$ cat src/rtl/npc_pkg.sv
package npc_pkg;
  typedef enum logic [2:0] {
    SEL_SEQ    = 3'd0,
    SEL_BRANCH = 3'd1,
    SEL_JUMP   = 3'd2,
    SEL_REG    = 3'd3,
    SEL_RESET  = 3'd4,
    SEL_ILLOP  = 3'd5,
    SEL_IRQ    = 3'd6,
    SEL_SPARE  = 3'd7
  } npc_sel_e;
endpackage

$ cat src/rtl/npc_targets.sv
module npc_targets #(
  parameter int XLEN    = 32,
  parameter int IMM_W   = 16,
  parameter int JFLD_W  = 26,
  parameter int ALIGN_W = 2
) (
  input  logic [XLEN-1:0] cur_pc,
  input  logic [XLEN-1:0] insn,
  output logic [XLEN-1:0] seq_addr,
  output logic [XLEN-1:0] br_addr,
  output logic [XLEN-1:0] jmp_addr
);
  localparam int SEG_W = XLEN - JFLD_W - ALIGN_W;
  localparam int EXT_W = XLEN - IMM_W - ALIGN_W;

  logic [XLEN-1:0] offset;

  always_comb begin
    seq_addr = cur_pc + XLEN'(4);
    offset   = {{EXT_W{insn[IMM_W-1]}}, insn[IMM_W-1:0], {ALIGN_W{1'b0}}};
    br_addr  = seq_addr + offset;
    jmp_addr = {seq_addr[XLEN-1 -: SEG_W], insn[JFLD_W-1:0], {ALIGN_W{1'b0}}};
  end
endmodule

$ cat src/rtl/npc_mux.sv
module npc_mux
  import npc_pkg::*;
#(
  parameter int          XLEN      = 32,
  parameter logic [31:0] VEC_RESET = 32'h8000_0000,
  parameter logic [31:0] VEC_ILLOP = 32'h8000_0040,
  parameter logic [31:0] VEC_IRQ   = 32'h8000_0080
) (
  input  logic [2:0]      sel,
  input  logic [XLEN-1:0] seq_addr,
  input  logic [XLEN-1:0] br_addr,
  input  logic [XLEN-1:0] jmp_addr,
  input  logic [XLEN-1:0] reg_addr,
  output logic [XLEN-1:0] next_addr
);
  always_comb begin
    unique case (npc_sel_e'(sel))
      SEL_BRANCH: next_addr = br_addr;
      SEL_JUMP:   next_addr = jmp_addr;
      SEL_REG:    next_addr = reg_addr;
      SEL_RESET:  next_addr = XLEN'(VEC_RESET);
      SEL_ILLOP:  next_addr = XLEN'(VEC_ILLOP);
      SEL_IRQ:    next_addr = XLEN'(VEC_IRQ);
      default:    next_addr = seq_addr;
    endcase
  end
endmodule

$ cat src/rtl/npc_unit.sv
module npc_unit #(
  parameter int          XLEN      = 32,
  parameter logic [31:0] VEC_RESET = 32'h8000_0000,
  parameter logic [31:0] VEC_ILLOP = 32'h8000_0040,
  parameter logic [31:0] VEC_IRQ   = 32'h8000_0080
) (
  input  logic            clk,
  input  logic            rst,
  input  logic [2:0]      pc_sel,
  input  logic [XLEN-1:0] instr,
  input  logic [XLEN-1:0] rs_val,
  output logic [XLEN-1:0] pc,
  output logic [XLEN-1:0] pc_plus4
);
  logic [XLEN-1:0] seq_a, br_a, jmp_a, nxt_a;

  npc_targets #(.XLEN(XLEN)) u_tgt (
    .cur_pc(pc), .insn(instr),
    .seq_addr(seq_a), .br_addr(br_a), .jmp_addr(jmp_a)
  );

  npc_mux #(.XLEN(XLEN), .VEC_RESET(VEC_RESET), .VEC_ILLOP(VEC_ILLOP),
            .VEC_IRQ(VEC_IRQ)) u_mux (
    .sel(pc_sel), .seq_addr(seq_a), .br_addr(br_a), .jmp_addr(jmp_a),
    .reg_addr(rs_val), .next_addr(nxt_a)
  );

  always_ff @(posedge clk) begin
    if (rst) pc <= XLEN'(VEC_RESET);
    else     pc <= nxt_a;
  end

  assign pc_plus4 = seq_a;
endmodule

$ cat config.mk
export PLATFORM = sky130hd
export DESIGN_NAME = npc_unit
export DESIGN_NICKNAME = d
export VERILOG_FILES = /design/src/rtl/npc_pkg.sv /design/src/rtl/npc_targets.sv /design/src/rtl/npc_mux.sv /design/src/rtl/npc_unit.sv
export SDC_FILE = /design/constraint.sdc
export NUM_CORES = 1
export LEC_CHECK = 0
export BUFFER_PORTS_ARGS = -buffer_cell sky130_fd_sc_hd__buf_2
export CORE_ASPECT_RATIO = 1.25
export CORE_UTILIZATION = 44
export DETAILED_ROUTE_END_ITERATION = 10
export PLACE_DENSITY = 0.79
export SLEW_MARGIN = 20
export SYNTH_ARGS = -nofsm -noshare
export SYNTH_HDL_FRONTEND = slang
export SYNTH_SLANG_ARGS = --single-unit
$ cat constraint.sdc
create_clock -name clk -period 3.75 [get_ports clk]
set_clock_uncertainty 0.05 [all_clocks]
set_input_delay 0.1875 -clock clk [delete_from_list [all_inputs] [get_ports clk]]
set_output_delay 0.1875 -clock clk [all_outputs]
set_load 0.02 [all_outputs]
# Yosys cells after proc, flatten, opt, wreduce, memory -nomap -nowiden
# Cells that the tools add are included.
# word_totals
word_cells	10
ff_bits	32
output_inout_bits	64
# classes
addsub	2
n_eq_ne	6
muxes	1
# ops
operator	count
32-bit case mux with 6 select lines	1
32-bit by 3-bit adder with 32-bit output, second input constant	1
32-bit adder	1
3-bit equality test, second input constant	3
3-bit by 2-bit equality test with 1-bit output, second input constant	2
3-bit by 1-bit equality test with 1-bit output, second input constant	1

# Longest topological paths before layout
# Gate-level depths: netlist (run 1).
# depth
ltp_word	3
depth_mapped	17
ltp_nobuf	16

# By module
# A second synthesis (run 1) with hierarchy kept.
# unflattened
cells_unflattened	649
area_unflattened_um2	4912.2
# by_module_without_submodules
module	area_each_um2	instances	cells_per_inst
npc_targets	2668.8	1	391
npc_mux	1381.3	1	191
npc_unit	862.1	1	67

# Least setup slack after synthesis (run 1)
# OpenSTA, ideal clock, no wires.
# synth_timing
path_kind	register to register
start	reg pc[5]
end	reg pc[31]
setup_slack_ns	-0.294
setup_time_ns	0.124
path_stages_with_launch	17
arrival_ns	3.871
period_less_slack_ns	4.044
t_required_ns	3.576
path_buffers	1
path_cell_list	dfxtp_1 nand4_2 or2_1 buf_6 nor3_2 nand2_1 xnor2_1 ha_1 a21o_1 a21o_1 a21o_1 a221o_1 a21o_1 a31o_2 a21oi_1 xor2_1 o21ai_1
# synth_via
elab_chain_cells	3
# synth_rtl
item	line_no	rtl
start, declared	npc_unit.sv:12	output logic [XLEN-1:0] pc,
start signal, assigned	npc_unit.sv:29	if (rst) pc <= XLEN'(VEC_RESET);
start signal, assigned	npc_unit.sv:30	else pc <= nxt_a;
32-bit by 3-bit adder with 32-bit output	npc_targets.sv:19	seq_addr = cur_pc + XLEN'(4);
named net pc_plus4[24]	npc_unit.sv:13	output logic [XLEN-1:0] pc_plus4
32-bit adder	npc_targets.sv:21	br_addr = seq_addr + offset;
32-bit case mux with 6 select lines	npc_mux.sv:17	unique case (npc_sel_e'(sel))
# The timed path passes the listed nets, and every way through them passes these cells.
# A chain may end at the register's enable or synchronous reset.

# Worst setup path after layout (run 1)
# layout_timing
start	reg pc[6]
end	reg pc[31]
# layout_via
elab_chain_cells	3
# layout_rtl
item	line_no
32-bit by 3-bit adder with 32-bit output *	npc_targets.sv:19
32-bit adder	npc_targets.sv:21
32-bit case mux with 6 select lines *	npc_mux.sv:17
# Every way passes the cells marked *; elsewhere a longest branch is shown, timed or not.

==> results of run 1 <==
[worst paths after layout]
path,slack [ns],endpoint,startpoint
hold / removal,0.12,pc[0],rs_val[0]
setup reg to reg,0.11,pc[31],pc[6]
hold reg to reg,0.47,pc[1],pc[1]
setup / recovery,0.11,pc[31],pc[6]
[stage by stage]
step | util, % | instances | worst slack, ns | area, um^2 | power (uW)
2_1_floorplan | - | 562 | 0.00367 | 4050 | 811
3_3_place_gp | 58.6 | 836 | 0.193 | 5160 | 1020
3_5_place_dp | 58.6 | 836 | 0.121 | 5160 | 1040
4_1_cts | 59.5 | 843 | 0.0844 | 5230 | 1310
5_1_grt | 60.3 | 843 | -0.0401 | 5300 | 1400
6_report | 60.3 | 843 | 0.112 | 5300 | 1320
[logic make-up after synthesis]
kind of cell               Yosys count  share of synthesized area (%)
buffers and inverters               52                           5.28
muxes                                6                           1.49
adders and majority gates           36                           11.4
DFF                                 32                           15.9
and+or+nand+nor                    211                           24.5
AOI/OAI and AO/OA                  175                           29.8
xor gates and xnor gates            50                           11.6
[layer usage]
| layer | part of all wire (%) | routed length [um] |
|---|---|---|
| met1 | 40 | 5840 |
| met2 | 52 | 7580 |
| met3 | 6.4 | 935 |
| met4 | 1.9 | 271 |
| met5 | 0 | 0 |
[power groups by stage]
stage | Clock [uW] | Combinational (uW) | Sequential, uW
floorplan | 0 | 390 | 422
finish | 267 | 665 | 387
global placement | 0 | 632 | 392
detailed placement | 0 | 643 | 393
CTS | 274 | 648 | 385
global route | 287 | 726 | 389
[layout by cell type, fill, tap and decap left out, drive strengths merged, types with 5 or more instances in the layout]
cell / n
ha: 35
and2: 5
a31oi: 10
nand4: 11
o22ai: 5
buf: 186
dfxtp: 32
inv: 19
a32oi: 6
o211ai: 8
o21ai: 20
a22o: 13
mux2i: 6
nor2: 76
a22oi: 16
xnor2: 28
a21oi: 47
and3: 7
a21o: 15
nand3: 19
nand2: 64
clkbuf: 6
nor3: 10
xor2: 22
[cell type report]
type	count	area [um^2]
well taps	120	150
clock buffers	6	72.6
flip-flops and latches	32	646
clock inverters	1	5.00
multi-input cells	478	3260
repair buffers	186	1090
fillers	837	3490
inverters	20	75.1
[critical path, delay by kind of cell, from the launching register on]
family / cells / cell delay [ns]
AO/OA/AOI/OAI: 7 / 1.29
XOR/XNOR: 2 / 0.36
adder cells (fa/ha/maj): 1 / 0.30
buffers and inverters: 2 / 0.25
flip-flops: 1 / 0.38
AND/OR/NAND/NOR: 5 / 0.89
==> results.toml, run 1 <==
[placed_design]
portBuffers = 126
globalplace.congestion = 0.947
hpwlAfterDp_um = 10900

[floorplanning]
die_h_um = 109
die_area_mm2 = 0.00954
die_width_um = 87.6
io_pins = 133
initial_core_util_pct = 45.8
core-area_mm2 = 0.00880
rows = 38

[synthesis]
synth_edf_count = 0
ys_seq_elements = 32
syn_area_mm2 = 0.00403
synth_top_cell_by_area = "dfxtp_1"
syn_nets = 667
syn_inst = 562
synth_area_leaders = "dfxtp_1 (16%), ha_1 (11%), nor2_1 (7.1%)"
avgSynthCellArea_um2 = 7.16
yosys.area.top_type_share_pct = 15.9
yosys_warnings = 0
ys.flop_type = "dfxtp_1"
synth_commonest_cells = "nor2_1 (76), nand2_1 (64), a21oi_1 (47)"
ys_types = 69
synth.most_common_cell = "nor2_1"
async_reset_ff_share_pct = 0
ys_seq_area_share_pct = 15.9

[timing]
slew_headroom_pct = 31.3
hold_viol = 0
fmax_mhz = 275
tightestPinTransition_ns = 1.03
setup_viol = 0
fin_setup_tns_ns = 0
layout_min_cycle_time_ns = 3.64
timing.hold.ws_ns = 0.124
finalCritPeriodShare_pct = 97.0
maxSlewViolCount = 0

[drt]
drc = 0
route.vias.total = 4960
dr.first_iter.drc_count = 301
ant_nets = 0
wl_per_cell_um = 17.3
wirelength_um = 14600
dr.pass1.iters = 6
viasPerCell = 5.88

[pwr]
switching_power_uw = 549
p_clk_share_pct = 20.2
p_leak_uw = 0.00269
p_per_area_mw_per_mm2 = 249
vdd_drop_max_mv = 0.132
seqPwrFrac_pct = 29.3
share_comb_of_total_power_pct = 50.5
p_int_uw = 770
swShare_pct = 41.6

[critical_path]
crit_type = "flip-flop to flip-flop"
ff2ff_path_depth = 17
cp_max_fo = 6
endpoint_kind = "flip-flop"
critPathMaxStageDelay_ns = 0.38
startpoint_type = "flip-flop"
worstPathCellList = "nand4_2 > or2_4 > nor3_4 > buf_12 > and2_4 > nand2_1 > xor2_2 > inv_1 > ha_1 > a21o_1 > a21o_1 > a221o_1 > a21o_1 > a31o_2 > a21oi_2 > xor2_1 > o21ai_1"
path_common_cell = "a21o_1"
required_ns = 3.86
slowest_stage = "dfxtp_2"
critPathArrivalTime_ns = 3.75

[global_routing]
grt_usage_pct = 30.3
grt.busiest_layer = "met2"
gr-usage-met3_pct = 3.56
grt_use_met1_pct = 34.5
grt_overflow = 0
grt_pass1_wl_um = 22600
use_met2_pct = 56.6
grt_pass1_vias = 4827
antenna_found_initial = 0
grt_max_degree = 48

[run_status]
outcome = "complete, no violations"

[clock_network]
ctsHoldBuffers = 0
cts_sinks = 32
cts_made_buffers = 5
clk_latency_ns = 0.29
clkTransAtPathRegs_ns = 0.07
clock_path_buffers = 2
post_cts_buffers = 0
cts_resized = 0
htreeDepth = 2
clock-root-buffer = "clkbuf_8"
cts_tree = "yes"

[finish]
largest-register = "pc"
diodes = 0
drive_gt1_share_pct = 30.8
nets = 828
reg_top3 = "pc: 32 flops"
largest_register_ffs = 32
area_growth_pct = 31.7

[run]
cap_violations = 0

[hold_path]
hp-class = "input port to flip-flop"
holdPathStages = 3
Power figures use the tool's default switching activity.
==> run 2: changes to the inputs <==
--- a/config.mk
+++ b/config.mk
@@ -6,7 +6,6 @@
 export NUM_CORES = 1
 export LEC_CHECK = 0
 export BUFFER_PORTS_ARGS = -buffer_cell sky130_fd_sc_hd__buf_2
-export CORE_ASPECT_RATIO = 1.25
 export CORE_UTILIZATION = 44
 export DETAILED_ROUTE_END_ITERATION = 10
 export PLACE_DENSITY = 0.79
==> results.toml, run 2 (synthesized netlist as in run 1, its figures left out) <==
[critical_path]
critPathArrivalTime_ns = 3.70
startpoint = "pc[7]"
r2r-start = "pc[7]"
worstPathCellList = "nand4_2 > or2_4 > nor3_4 > buf_6 > xnor2_1 > inv_1 > ha_1 > a21o_1 > a21oi_1 > nor2_1 > or4b_1 > a31oi_2 > o22ai_1 > o221a_2 > nand4_1 > o211ai_1"
cp_max_fo = 6
critPathMaxStageDelay_ns = 0.48
startpoint_type = "flip-flop"
ff2ff_path_depth = 16
crit_type = "flip-flop to flip-flop"
cp_num_buf_inv = 2
r2r_slack_ns = 0.17
worstReg2RegEnd = "pc[30]"
slowest_stage = "or4b_1"
endpoint_kind = "flip-flop"
required_ns = 3.87
path_delay_family = "simple AND/OR/NAND/NOR gates"

[drt]
dr.pass1.iters = 9
ant_nets = 0
wirelength_um = 14800
drc = 14
viasPerCell = 6.13
route.vias.total = 5060
wl_per_cell_um = 18.0
dr.first_iter.drc_count = 468

[pwr]
p_leak_uw = 0.00267
vdd_drop_max_mv = 0.119
p_per_area_mw_per_mm2 = 257

[placed_design]
dp.cells = 817
globalplace.congestion = 0.951
portBuffers = 126
hpwlAfterDp_um = 11300

[run_status]
outcome = "finished, violations left"
violations = "design-rule violations"

[global_routing]
grt_pass1_vias = 4784
grt_usage_pct = 29.7
grt_max_degree = 38
grt_pass1_wl_um = 22900
grt_overflow = 0
antenna_found_initial = 0

[hold_path]
hold_start = "rs_val[1]"
hp-class = "input port to flip-flop"
holdPathStages = 3
min_to = "pc[1]"

[finish]
largest-register = "pc"
area_growth_pct = 30.6
drive_gt1_share_pct = 31.1
largest_register_ffs = 32
reg_top3 = "pc: 32 flops"
nets = 823
most-common-layout-cells = "buf_2 (126), nor2_1 (75), nand2_1 (64)"
stdcell_count = 826
diodes = 0
fillCellCount = 785
layout_commonest_cell = "buf_2"

[timing]
fin_setup_tns_ns = 0
layout_min_cycle_time_ns = 3.58
maxSlewViolCount = 0
finalCritPeriodShare_pct = 95.5
setup_viol = 0
tightestPinTransition_ns = 0.788
slew_headroom_pct = 47.3
hold_viol = 0
fmax_mhz = 279

[floorplanning]
initial_core_util_pct = 45.7
die_area_mm2 = 0.00954
die_width_um = 97.7
die_h_um = 97.7
rows = 34
io_pins = 133
core-area_mm2 = 0.00881

[clock_network]
cts_made_buffers = 5
clk_latency_ns = 0.29
clock-root-buffer = "clkbuf_8"
clkTransAtPathRegs_ns = 0.07
cts_sinks = 32
htreeDepth = 2
cts_tree = "yes"
clock_path_buffers = 2

[run]
cap_violations = 0
## run 2: area by class of cell
cell class	count	area (um^2)	area share, %
well taps	108	135	2.57
multi-input cells	478	3250	61.9
repair buffers	181	1050	19.9
flip-flops and latches	32	651	12.4
inverters	20	75.1	1.43
clock buffers	7	96.3	1.83
## run 2: worst max path at each step
| stage | endpoint | cells after the start |
|---|---|---|
| 2_1_floorplan | pc[31] | 17 |
| 3_3_place_gp | pc[31] | 17 |
| 3_5_place_dp | pc[31] | 17 |
| 4_1_cts | pc[31] | 17 |
| 5_1_grt | pc[21] | 14 |
| 6_report | pc[30] | 16 |
## run 2: per-layer routing
| layer | GRT usage [%] | routed length [um] |
|---|---|---|
| met1 | 37.3 | 6120 |
| met2 | 51.2 | 7020 |
| met3 | 4.24 | 1290 |
| met4 | 11.3 | 415 |
| met5 | 0 | 0 |
## run 2: worst register-to-register path, delay by kind of cell, from the launching register on
kind | cells | cell delay (ns)
compound gates | 6 | 1.08
xor+xnor | 1 | 0.14
fa+ha+maj | 1 | 0.30
buf+inv | 2 | 0.24
flops | 1 | 0.37
simple gates | 6 | 1.28
## run 2: where the power goes
part | switching, uW | internal [uW]
Combinational | 390 | 274
Sequential | 26.0 | 363
Clock | 136 | 164
Total | 552 | 801
## run 2: through the flow
step	worst slack [ns]	power (uW)	instance area [um^2]	utilization, %	hold slack, ns
4_1_cts	0.0902	1330	5170	58.7	0.122
3_3_place_gp	0.161	1010	5080	57.6	0.408
5_1_grt	-0.0242	1420	5260	59.7	0.130
2_1_floorplan	0.00367	811	4050	-	0.312
6_report	0.169	1350	5260	59.7	0.127
3_5_place_dp	0.106	1030	5080	57.6	0.419
## run 2: repair_timing
action / 4_1_cts / 5_1_grt
resized for setup: 0 / 16
endpoints found under the setup margin: 0 / 9
hold buffers: 0 / 0
setup buffers: 0 / 2
==> run 3: changes to the inputs <==
--- a/config.mk
+++ b/config.mk
@@ -8,6 +8,7 @@
 export BUFFER_PORTS_ARGS = -buffer_cell sky130_fd_sc_hd__buf_2
 export CORE_UTILIZATION = 44
 export DETAILED_ROUTE_END_ITERATION = 10
+export GPL_TIMING_DRIVEN = 0
 export PLACE_DENSITY = 0.79
 export SLEW_MARGIN = 20
 export SYNTH_ARGS = -nofsm -noshare
==> results.toml, run 3 (synthesized netlist as in run 1, its figures left out) <==
[critical_path]
endpoint_kind = "flip-flop"
r2r-start = "pc[16]"
path_delay_family = "compound AO/OA/AOI/OAI gates"
startpoint = "pc[16]"
slowest_stage = "dfxtp_1"
worstPathCellList = "nand4_1 > nor3_4 > buf_4 > nand2_2 > xnor2_4 > ha_4 > a21o_1 > a21o_1 > a21o_1 > a221o_1 > a21o_1 > a31o_4 > a21oi_2 > xor2_1 > o21ai_1"
cp_max_fo = 8
required_ns = 3.88
crit_type = "flip-flop to flip-flop"
cp_num_buf_inv = 1
critPathMaxStageDelay_ns = 0.46
startpoint_type = "flip-flop"
critPathArrivalTime_ns = 3.78
path_common_cell = "a21o_1"

[timing]
setup_ws_ns = 0.0952
hold_viol = 0
tightestPinTransition_ns = 0.953
finalCritPeriodShare_pct = 97.5
slew_headroom_pct = 36.2
maxSlewViolCount = 0
layout_min_cycle_time_ns = 3.65
setup_viol = 0
grt_setup_unrepaired = "true"
fmax_mhz = 274

[pwr]
p_int_uw = 779
p_clk_share_pct = 21.5
total_power_uw = 1360
p_leak_uw = 0.00261
seqPwrFrac_pct = 29.1
p_per_area_mw_per_mm2 = 255
swShare_pct = 42.9
switching_power_uw = 585
share_comb_of_total_power_pct = 49.3
vdd_drop_max_mv = 0.123

[placed_design]
globalplace.congestion = 0.976
dp.cells = 794
pre_cts_slack_ns = -0.402
dpl-instance-area_mm2 = 0.00481
portBuffers = 124
hpwlAfterDp_um = 12100

[finish]
nets = 812
largest_register_ffs = 32
most-common-layout-cells = "buf_2 (125), nor2_1 (75), nand2_1 (63)"
reg_top3 = "pc: 32 flops"
layout_commonest_cell = "buf_2"
area_growth_pct = 32.9
postLayoutCoreUtil_pct = 60.8
finish.instance_area_mm2 = 0.00535
diodes = 0
largest-register = "pc"
stdcell_count = 816
drive_gt1_share_pct = 30.8

[drt]
ant_nets = 0
dr.pass1.iters = 10
viasPerCell = 6.38
drc = 15
wl_per_cell_um = 20.3
route.vias.total = 5202
wirelength_um = 16500
dr.first_iter.drc_count = 645

[floorplanning]
io_pins = 133
die_width_um = 97.7
core-area_mm2 = 0.00881
rows = 34
die_h_um = 97.7
initial_core_util_pct = 45.7
die_area_mm2 = 0.00954

[run_status]
outcome = "finished, violations left"
violations = "design-rule violations"

[clock_network]
clk_latency_ns = 0.30
clock-root-buffer = "clkbuf_8"
cts_made_buffers = 5
ctsHoldBuffers = 0
cts_tree = "yes"
htreeDepth = 2
cts_sinks = 32
clock_path_buffers = 2
clkTransAtPathRegs_ns = 0.08

[global_routing]
grt_pass1_wl_um = 24900
grt_overflow = 0
grt_max_degree = 18
antenna_found_initial = 0
grt_pass1_vias = 4788
grt_usage_pct = 33.2

[run]
cap_violations = 0

[hold_path]
hp-class = "input port to flip-flop"
hold_start = "rs_val[0]"
==> run 3: tightest hold or removal path, cell delays in order <==
cell,delay (ns)
buf_2,0.08
a32oi_1,0.08
nor2_1,0.08
==> run 3: final cells by class <==
cell class                      instances  area (um^2)
Multi-Input combinational cell        478         3510
Fill cell                             782         3450
Timing Repair Buffer                  141          756
Sequential cell                        32          662
Tap cell                              108          135
Buffer                                 29          126
Clock buffer                            8         90.1
Inverter                               20         75.1
==> run 3: path summary, 6_finish.rpt <==
kind                  to  slack, ns  depth (start not counted)
setup / recovery  pc[31]        0.1                         15
hold / removal     pc[0]       0.12                          3
setup reg to reg  pc[31]        0.1                         15
hold reg to reg    pc[0]       0.49                          2
==> run 3: routing by layer <==
layer | part of all wire, % | routed length, um | GRT usage, % | vias to the layer above
met4 | 4.3 | 712 | 15.7 | 0
met3 | 10 | 1670 | 5.25 | 72
met1 | 39 | 6490 | 42.7 | 2409
li1 | - | - | - | 2332
met5 | 0 | 0 | 0 | -
met2 | 46 | 7650 | 54.0 | 389
==> run 3: per-stage QoR <==
| stage | hold WS, ns | TNS, ns |
|---|---|---|
| after global placement | 0.410 | -0.790 |
| final | 0.120 | 0 |
| after global routing | 0.158 | -0.152 |
| after floorplan | 0.312 | 0 |
| after detailed placement | 0.408 | -1.40 |
| after CTS | 0.116 | 0 |
==> run 3: what timing repair did <==
| item | in CTS | in global routing |
|---|---|---|
| pin swaps | 4 | 13 |
| endpoints found under the setup margin | 9 | 14 |
| setup buffers | 6 | 11 |
| gates resized for setup | 16 | 46 |
==> run 3: power groups by stage <==
stage / Combinational [uW] / Clock, uW / Sequential, uW
2_1_floorplan: 390 / 0 / 422
3_3_place_gp: 592 / 0 / 398
3_5_place_dp: 603 / 0 / 400
4_1_cts: 615 / 289 / 395
5_1_grt: 723 / 307 / 400
6_report: 673 / 293 / 398
